File: config.mk
export PLATFORM = sky130hd
export DESIGN_NAME = pd_tx_sequencer
export DESIGN_NICKNAME = d
export VERILOG_FILES = /design/src/rtl/pd_tx_pkg.sv /design/src/rtl/pd_tx_cmd.sv /design/src/rtl/pd_tx_payload.sv /design/src/rtl/pd_tx_fsm.sv /design/src/rtl/pd_tx_flags.sv /design/src/rtl/pd_tx_sequencer.sv
export SDC_FILE = /design/constraint.sdc
export NUM_CORES = 1
export LEC_CHECK = 0
export ABC_AREA = 1
export BUFFER_PORTS_ARGS = -buffer_cell sky130_fd_sc_hd__buf_2
export CORE_ASPECT_RATIO = 1.4
export CORE_MARGIN = 5
export CORE_UTILIZATION = 30
export DETAILED_ROUTE_END_ITERATION = 12
export PLACE_DENSITY = 0.55
export SLEW_MARGIN = 15
export SYNTH_ARGS = -nofsm -noshare
export SYNTH_HDL_FRONTEND = slang
export SYNTH_SLANG_ARGS = --single-unit
export TNS_END_PERCENT = 100
File: constraint.sdc
create_clock -name clk -period 1.55 [get_ports clk]
set_clock_uncertainty 0.05 [all_clocks]
set_input_delay 0.0775 -clock clk [delete_from_list [all_inputs] [get_ports clk]]
set_output_delay 0.0775 -clock clk [all_outputs]
set_load 0.02 [all_outputs]
File: src/rtl/pd_tx_pkg.sv
package pd_tx_pkg;

  typedef enum logic [2:0] {
    ST_IDLE = 3'd0,
    ST_DISC = 3'd1,
    ST_PKT  = 3'd2,
    ST_CRST = 3'd3,
    ST_BIST = 3'd4,
    ST_HRST = 3'd5
  } tx_state_e;

  typedef enum logic [1:0] {
    KIND_PKT  = 2'd0,
    KIND_CRST = 2'd1,
    KIND_BIST = 2'd2,
    KIND_HRST = 2'd3
  } tx_kind_e;

  localparam int NUM_FLAGS = 6;
  localparam int FL_SENT   = 0;
  localparam int FL_DISC   = 1;
  localparam int FL_ABORT  = 2;
  localparam int FL_HSENT  = 3;
  localparam int FL_HDISC  = 4;
  localparam int FL_UNDER  = 5;

  localparam logic [1:0] MODE_PKT  = 2'd0;
  localparam logic [1:0] MODE_CRST = 2'd1;
  localparam logic [1:0] MODE_BIST = 2'd2;
  localparam logic [1:0] MODE_BAD  = 2'd3;

endpackage

File: src/rtl/pd_tx_cmd.sv
module pd_tx_cmd #(
  parameter int MODE_W = 2
) (
  input  logic              clk,
  input  logic              rst_n,
  input  logic              enable,
  input  logic              send_cmd,
  input  logic              hrst_cmd,
  input  logic [MODE_W-1:0] tx_mode,
  input  logic              send_ok,
  input  logic              hrst_ok,
  input  logic              send_take,
  input  logic              hrst_take,
  output logic              send_pend,
  output logic              hrst_pend,
  output logic              send_accept,
  output logic [MODE_W-1:0] mode_q
);

  assign send_accept = enable && send_cmd && send_ok && !send_pend;

  always_ff @(posedge clk or negedge rst_n) begin
    if (!rst_n) begin
      send_pend <= 1'b0;
      hrst_pend <= 1'b0;
      mode_q    <= '0;
    end else if (!enable) begin
      send_pend <= 1'b0;
      hrst_pend <= 1'b0;
      mode_q    <= '0;
    end else begin
      if (send_take) begin
        send_pend <= 1'b0;
      end else if (send_accept) begin
        send_pend <= 1'b1;
        mode_q    <= tx_mode;
      end
      if (hrst_take) begin
        hrst_pend <= 1'b0;
      end else if (hrst_cmd && hrst_ok && !hrst_pend) begin
        hrst_pend <= 1'b1;
      end
    end
  end

endmodule

File: src/rtl/pd_tx_payload.sv
module pd_tx_payload #(
  parameter int CNT_W  = 10,
  parameter int DATA_W = 8
) (
  input  logic              clk,
  input  logic              rst_n,
  input  logic              enable,
  input  logic              load,
  input  logic [CNT_W-1:0]  load_val,
  input  logic              clr,
  input  logic              in_pkt,
  input  logic              wr_valid,
  input  logic [DATA_W-1:0] wr_data,
  input  logic              byte_ready,
  output logic              data_req,
  output logic              byte_valid,
  output logic [DATA_W-1:0] byte_data,
  output logic              starve
);

  localparam logic [CNT_W-1:0] CNT_ZERO = '0;
  localparam logic [CNT_W-1:0] CNT_ONE  = CNT_W'(1);

  logic              full_q;
  logic [CNT_W-1:0]  remain_q;
  logic [DATA_W-1:0] data_q;
  logic              owed;
  logic              wr_fire;
  logic              rd_fire;

  assign owed       = (remain_q != CNT_ZERO);
  assign data_req   = in_pkt && !full_q && owed;
  assign byte_valid = in_pkt && full_q;
  assign byte_data  = data_q;
  assign wr_fire    = data_req && wr_valid;
  assign rd_fire    = byte_valid && byte_ready;
  assign starve     = in_pkt && byte_ready && !full_q && owed;

  always_ff @(posedge clk or negedge rst_n) begin
    if (!rst_n) begin
      full_q   <= 1'b0;
      remain_q <= CNT_ZERO;
      data_q   <= '0;
    end else if (!enable || clr) begin
      full_q   <= 1'b0;
      remain_q <= CNT_ZERO;
    end else begin
      if (load) begin
        remain_q <= load_val;
      end
      if (wr_fire) begin
        full_q   <= 1'b1;
        data_q   <= wr_data;
        remain_q <= remain_q - CNT_ONE;
      end else if (rd_fire) begin
        full_q <= 1'b0;
      end
    end
  end

endmodule

File: src/rtl/pd_tx_fsm.sv
module pd_tx_fsm
  import pd_tx_pkg::*;
#(
  parameter int MODE_W = 2
) (
  input  logic                 clk,
  input  logic                 rst_n,
  input  logic                 enable,
  input  logic                 send_pend,
  input  logic                 hrst_pend,
  input  logic [MODE_W-1:0]    mode_q,
  input  logic                 line_busy,
  input  logic                 ser_done,
  input  logic                 starve,
  output tx_state_e            state,
  output logic                 send_take,
  output logic                 hrst_take,
  output logic                 pay_clr,
  output logic [NUM_FLAGS-1:0] ev
);

  tx_state_e nxt;
  logic      framing;

  assign framing = (state == ST_PKT) || (state == ST_CRST) || (state == ST_BIST);

  always_comb begin
    nxt       = state;
    send_take = 1'b0;
    hrst_take = 1'b0;
    pay_clr   = 1'b0;
    ev        = '0;
    if (state == ST_IDLE) begin
      if (hrst_pend) begin
        hrst_take = 1'b1;
        if (line_busy) ev[FL_HDISC] = 1'b1;
        else           nxt = ST_HRST;
      end else if (send_pend) begin
        send_take = 1'b1;
        if (mode_q == MODE_BAD || line_busy) begin
          nxt = ST_DISC;
        end else begin
          case (mode_q)
            MODE_CRST: nxt = ST_CRST;
            MODE_BIST: nxt = ST_BIST;
            default:   nxt = ST_PKT;
          endcase
        end
      end
    end else if (state == ST_DISC) begin
      if (!line_busy) begin
        ev[FL_DISC] = 1'b1;
        nxt         = ST_IDLE;
      end
    end else if (framing) begin
      if (hrst_pend) begin
        hrst_take     = 1'b1;
        ev[FL_ABORT]  = 1'b1;
        pay_clr       = 1'b1;
        nxt           = ST_HRST;
      end else if (state == ST_PKT && starve) begin
        ev[FL_UNDER] = 1'b1;
        pay_clr      = 1'b1;
        nxt          = ST_IDLE;
      end else if (state != ST_BIST && ser_done) begin
        ev[FL_SENT] = 1'b1;
        pay_clr     = 1'b1;
        nxt         = ST_IDLE;
      end
    end else if (state == ST_HRST) begin
      if (ser_done) begin
        ev[FL_HSENT] = 1'b1;
        nxt          = ST_IDLE;
      end
    end else begin
      nxt = ST_IDLE;
    end
  end

  always_ff @(posedge clk or negedge rst_n) begin
    if (!rst_n)       state <= ST_IDLE;
    else if (!enable) state <= ST_IDLE;
    else              state <= nxt;
  end

endmodule

File: src/rtl/pd_tx_flags.sv
module pd_tx_flags #(
  parameter int N = 6
) (
  input  logic         clk,
  input  logic         rst_n,
  input  logic         enable,
  input  logic [N-1:0] ev,
  input  logic [N-1:0] clr,
  output logic [N-1:0] flags
);

  for (genvar i = 0; i < N; i++) begin : g_flag
    always_ff @(posedge clk or negedge rst_n) begin
      if (!rst_n)       flags[i] <= 1'b0;
      else if (!enable) flags[i] <= 1'b0;
      else if (ev[i])   flags[i] <= 1'b1;
      else if (clr[i])  flags[i] <= 1'b0;
    end
  end

endmodule

File: src/rtl/pd_tx_sequencer.sv
module pd_tx_sequencer
  import pd_tx_pkg::*;
#(
  parameter int CNT_W  = 10,
  parameter int DATA_W = 8,
  parameter int MODE_W = 2
) (
  input  logic              clk,
  input  logic              rst_n,
  input  logic              enable,
  input  logic              send_cmd,
  input  logic              hrst_cmd,
  input  logic [MODE_W-1:0] tx_mode,
  input  logic [CNT_W-1:0]  pay_size,
  input  logic              line_busy,
  input  logic              wr_valid,
  input  logic [DATA_W-1:0] wr_data,
  output logic              data_req,
  output logic              byte_valid,
  output logic [DATA_W-1:0] byte_data,
  input  logic              byte_ready,
  input  logic              ser_done,
  input  logic [5:0]        flag_clr,
  output logic              send_pending,
  output logic              hrst_pending,
  output logic              tx_active,
  output logic [1:0]        tx_kind,
  output logic              flag_sent,
  output logic              flag_disc,
  output logic              flag_abort,
  output logic              flag_hrst_sent,
  output logic              flag_hrst_disc,
  output logic              flag_underrun
);

  tx_state_e             state;
  logic                  send_take, hrst_take, pay_clr, starve, send_accept;
  logic [MODE_W-1:0]     mode_q;
  logic [NUM_FLAGS-1:0]  ev, flags;

  pd_tx_cmd #(.MODE_W(MODE_W)) u_cmd (
    .clk(clk), .rst_n(rst_n), .enable(enable),
    .send_cmd(send_cmd), .hrst_cmd(hrst_cmd), .tx_mode(tx_mode),
    .send_ok(state == ST_IDLE && !hrst_pending),
    .hrst_ok(state != ST_HRST),
    .send_take(send_take), .hrst_take(hrst_take),
    .send_pend(send_pending), .hrst_pend(hrst_pending),
    .send_accept(send_accept), .mode_q(mode_q)
  );

  pd_tx_payload #(.CNT_W(CNT_W), .DATA_W(DATA_W)) u_pay (
    .clk(clk), .rst_n(rst_n), .enable(enable),
    .load(send_accept), .load_val(pay_size), .clr(pay_clr),
    .in_pkt(state == ST_PKT),
    .wr_valid(wr_valid), .wr_data(wr_data), .byte_ready(byte_ready),
    .data_req(data_req), .byte_valid(byte_valid), .byte_data(byte_data),
    .starve(starve)
  );

  pd_tx_fsm #(.MODE_W(MODE_W)) u_fsm (
    .clk(clk), .rst_n(rst_n), .enable(enable),
    .send_pend(send_pending), .hrst_pend(hrst_pending), .mode_q(mode_q),
    .line_busy(line_busy), .ser_done(ser_done), .starve(starve),
    .state(state), .send_take(send_take), .hrst_take(hrst_take),
    .pay_clr(pay_clr), .ev(ev)
  );

  pd_tx_flags #(.N(NUM_FLAGS)) u_flags (
    .clk(clk), .rst_n(rst_n), .enable(enable),
    .ev(ev), .clr(flag_clr), .flags(flags)
  );

  always_comb begin
    tx_active = 1'b1;
    case (state)
      ST_PKT:  tx_kind = KIND_PKT;
      ST_CRST: tx_kind = KIND_CRST;
      ST_BIST: tx_kind = KIND_BIST;
      ST_HRST: tx_kind = KIND_HRST;
      default: begin
        tx_kind   = KIND_PKT;
        tx_active = 1'b0;
      end
    endcase
  end

  assign flag_sent      = flags[FL_SENT];
  assign flag_disc      = flags[FL_DISC];
  assign flag_abort     = flags[FL_ABORT];
  assign flag_hrst_sent = flags[FL_HSENT];
  assign flag_hrst_disc = flags[FL_HDISC];
  assign flag_underrun  = flags[FL_UNDER];

endmodule

==> out/metrics.yaml <==
grt:
  grt_use_total_pct: 14.46
  groute.layer.met1.usage_pct: 15.38
  grt_remaining_overflow: 0
  top_usage_layer: "met2"
  groute.layer.met3.usage_pct: 2.353
  met2_use_gr_pct: 27.77
  grt_antenna_before_repair: 0
  grt_start_max_net_pins: 33
  grt_first_pass_wirelength_mm: 9.694
  first_global_vias: 2151
clock_network:
  worst_setup_hold_path_clk_slew_ns: 0.08
  cts_buffers: 5
  cts_tree: "done"
  worstSkewPairLatency_ns: 0.29
  clockRootBuffer: "clkbuf_8"
  cts.sinks: 32
  cts-htree-levels: 2
  clock_tree.buffer_depth: 2
drt:
  vias_per_cell: 4.679
  routed_wire_length_per_instance_um: 13.02
  detail_route.wirelength_mm: 6.199
  first_pass_iters: 4
  violation_count_after_the_first_detailed_routing_iteration: 66
  remaining_drcs: 0
  total_via_count_after_detailed_routing: 2227
  drt.antenna.violating_nets: 0
floorplan:
  die_w_um: 79.02
  floorplan.die.height_um: 106.6
  floorplan.initialDensity_pct: 30.66
  core_region_area_um2: 6525
  die_area_um2: 8426
  core.rowCount: 35
  num_io_pins: 56
setup_path:
  r2r_worst_path_depth: 12
  minimum_setup_slack_among_reg_to_reg_paths_ns: -0.08
  crit-reg2reg-capture: "u_pay.remain_q[9]"
  startpoint: "u_pay.remain_q[1]"
  critical_path_peak_fanout: 5
  critical_path.startpoint_type: "flop"
  crit_type: "flop to flop"
  crit_path_end_kind: "flop"
  worst_r2r_src: "u_pay.remain_q[1]"
  worst_ep_arrival_time_ns: 1.80
  worstSetupEndpoint: "u_pay.remain_q[9]"
  required_ns: 1.72
logic_synthesis:
  yosysSeqAreaShare_pct: 40.03
  synthFlopType: "dfrtp_1"
  synth.top_cells.by_area: "dfrtp_1 40%, nand2_1 19%, inv_1 4.7%"
  netlist.area_leader.share_pct: 40.03
  synth_common_cells: "100 x nand2_1, 32 x dfrtp_1, 25 x inv_1, 24 x nor2_1, 15 x nand3_1"
  syn_nets: 316
  ys_warn_count: 0
  synthMostInstantiatedCell: "nand2_1"
  synth.lib_cells_used.distinct: 30
  synth_area_um2: 2001
  syn_area_per_cell_um2: 7.171
  post_synth_edffs: 0
  yosys_register_bits: 32
  postSynth.asyncResetShare_pct: 100.0
  post_synth_inst_count: 279
  synth_top_cell_by_area: "dfrtp_1"
cells_and_area:
  final_nets: 438
  area_delta_synth_final_pct: 60.66
  num_antenna_cells: 0
  post_route_cells_drive_above_1_share_pct: 44.53
  final_design_area_no_fill_um2: 3214
placed_design:
  detailed_place_hpwl_mm: 4.398
  dp_slack_ns: -0.09937
  placement.io_buffers: 55
  gp_congestion: 0.8279
  instance_area_after_placement_um2: 2601
sta:
  tightestPinTransition_ns: 0.4469
  fin_ws_ns: -0.07931
  setup_viol: 18
  number_of_hold_violations_in_the_final_report: 0
  max_clock_freq_ghz: 0.6138
  min_period_ns: 1.629
  setup_repair_after_global_routing_missed_its_margin: "true"
  timing.final.crit_share_pct: 105.1
  max_slew_margin_vs_limit_pct: 70.21
  finalMaxSlewViolations: 0
pwr:
  ir_worst_vdd_v: 0.0008361
  power.density_cell_area_nw_per_um2: 1713
  cellLeakagePower_nw: 1.737
hold_path:
  hp-class: "input port to flop"
run_status:
  violations: "setup timing"
  status: "finished, violations left"
run:
  max-cap-violations: 0
per-stage QoR:
stage	total power [mW]	hold WS [ns]	TNS, ns	std cells	utilization, %
floorplan	2.982	-0.2681	0	279	-
global placement	3.976	0.08748	-0.2378	438	39.87
detailed placement	3.997	0.09573	-0.7540	438	39.87
CTS	5.065	0.003395	-0.8327	468	45.41
global route	5.918	0.01586	-2.782	476	49.26
finish	5.507	0.005248	-0.6971	476	49.26
power by group:
part	total [mW]	internal, mW	switching (mW)
Clock	0.683	0.354	0.329
Sequential	1.27	1.08	0.184
Combinational	3.56	1.59	1.97
Total	5.51	3.03	2.48
layout by cell type (no fill, tap or decap), types with 3 or more instances in the layout:
| master | instances |
|---|---|
| nor2_4 | 6 |
| nand3_4 | 4 |
| nand4_1 | 14 |
| nand2_4 | 4 |
| xor2_1 | 3 |
| nand3_1 | 12 |
| inv_1 | 18 |
| buf_2 | 52 |
| nand3_2 | 4 |
| nor2_2 | 5 |
| o21ai_1 | 5 |
| clkbuf_8 | 6 |
| a21oi_1 | 12 |
| nor2_1 | 18 |
| o21ai_2 | 3 |
| dlygate4sd3_1 | 15 |
| nand2_1 | 86 |
| nand2_2 | 15 |
| buf_6 | 11 |
| dfrtp_1 | 30 |
| buf_4 | 40 |
| inv_2 | 11 |
worst min path at each step:
stage,cells past startpoint,end,slack (ns),from
after floorplan,0,u_cmd.hrst_pend,-0.27,rst_n
after global placement,2,u_pay.full_q,0.09,rst_n
after detailed placement,2,u_pay.full_q,0.1,rst_n
after CTS,4,u_flags.flags[5],0.003,flag_clr[5]
after global routing,4,u_flags.flags[5],0.02,flag_clr[5]
final,4,u_flags.flags[5],0.005,flag_clr[5]
worst max-delay path, stage by stage (launching register included):
cell     delay (ns)
dfrtp_1        0.39
inv_2          0.09
ha_4           0.14
nand2_2        0.05
nor2_2         0.09
nand2_2        0.08
buf_6          0.13
nand3_4        0.13
inv_4          0.08
buf_6          0.12
nand2_2        0.05
nand2_1        0.04
a21oi_1        0.13
timing repair:
action / in CTS / in global routing
hold buffers: 15 / 0
endpoints found under the hold margin: 45 / 0
resized for setup: 24 / 52
gates cloned: 0 / 1
endpoints found under the setup margin: 21 / 27
pin swaps: 4 / 7
setup buffers: 7 / 7
registers in the layout, summed over array words and instances, names as in the netlist:
| name | count |
|---|---|
| u_pay.byte_data | 8 |
| u_flags.flags | 6 |
| u_pay.remain_q | 10 |
| u_cmd.mode_q | 2 |
| u_cmd.hrst_pend | 1 |
| u_cmd.send_pend | 1 |
| u_pay.full_q | 1 |
| u_fsm.state | 3 |
cell type report:
| type | count | area, um^2 |
|---|---|---|
| tap | 74 | 92.59 |
| multi-input combinational | 208 | 1204 |
| sequential | 32 | 803.3 |
| fill | 646 | 3311 |
| timing repair buffer | 120 | 879.6 |
| clock buffer | 6 | 82.58 |
| inverter | 34 | 142.6 |
| clock inverter | 2 | 10.01 |
logic make-up (layout without fill, tap and decap cells):
family / after synthesis / after routing / share of synthesized area (%)
XOR/XNOR: 3 / 3 / 1.314
adder cells (fa/ha/maj): 2 / 2 / 1.251
buffers and inverters: 39 / 162 / 8.505
AND/OR/NAND/NOR: 176 / 176 / 41.59
AO/OA/AOI/OAI: 27 / 27 / 7.317
flip-flops: 32 / 32 / 40.03
layer usage:
metal | vias to the layer above | wire length (um)
met5 | - | 0
met4 | 0 | 91
met3 | 6 | 220
met2 | 43 | 3530
met1 | 1037 | 2356
li1 | 1141 | -
(Power assumes the default switching activity.)
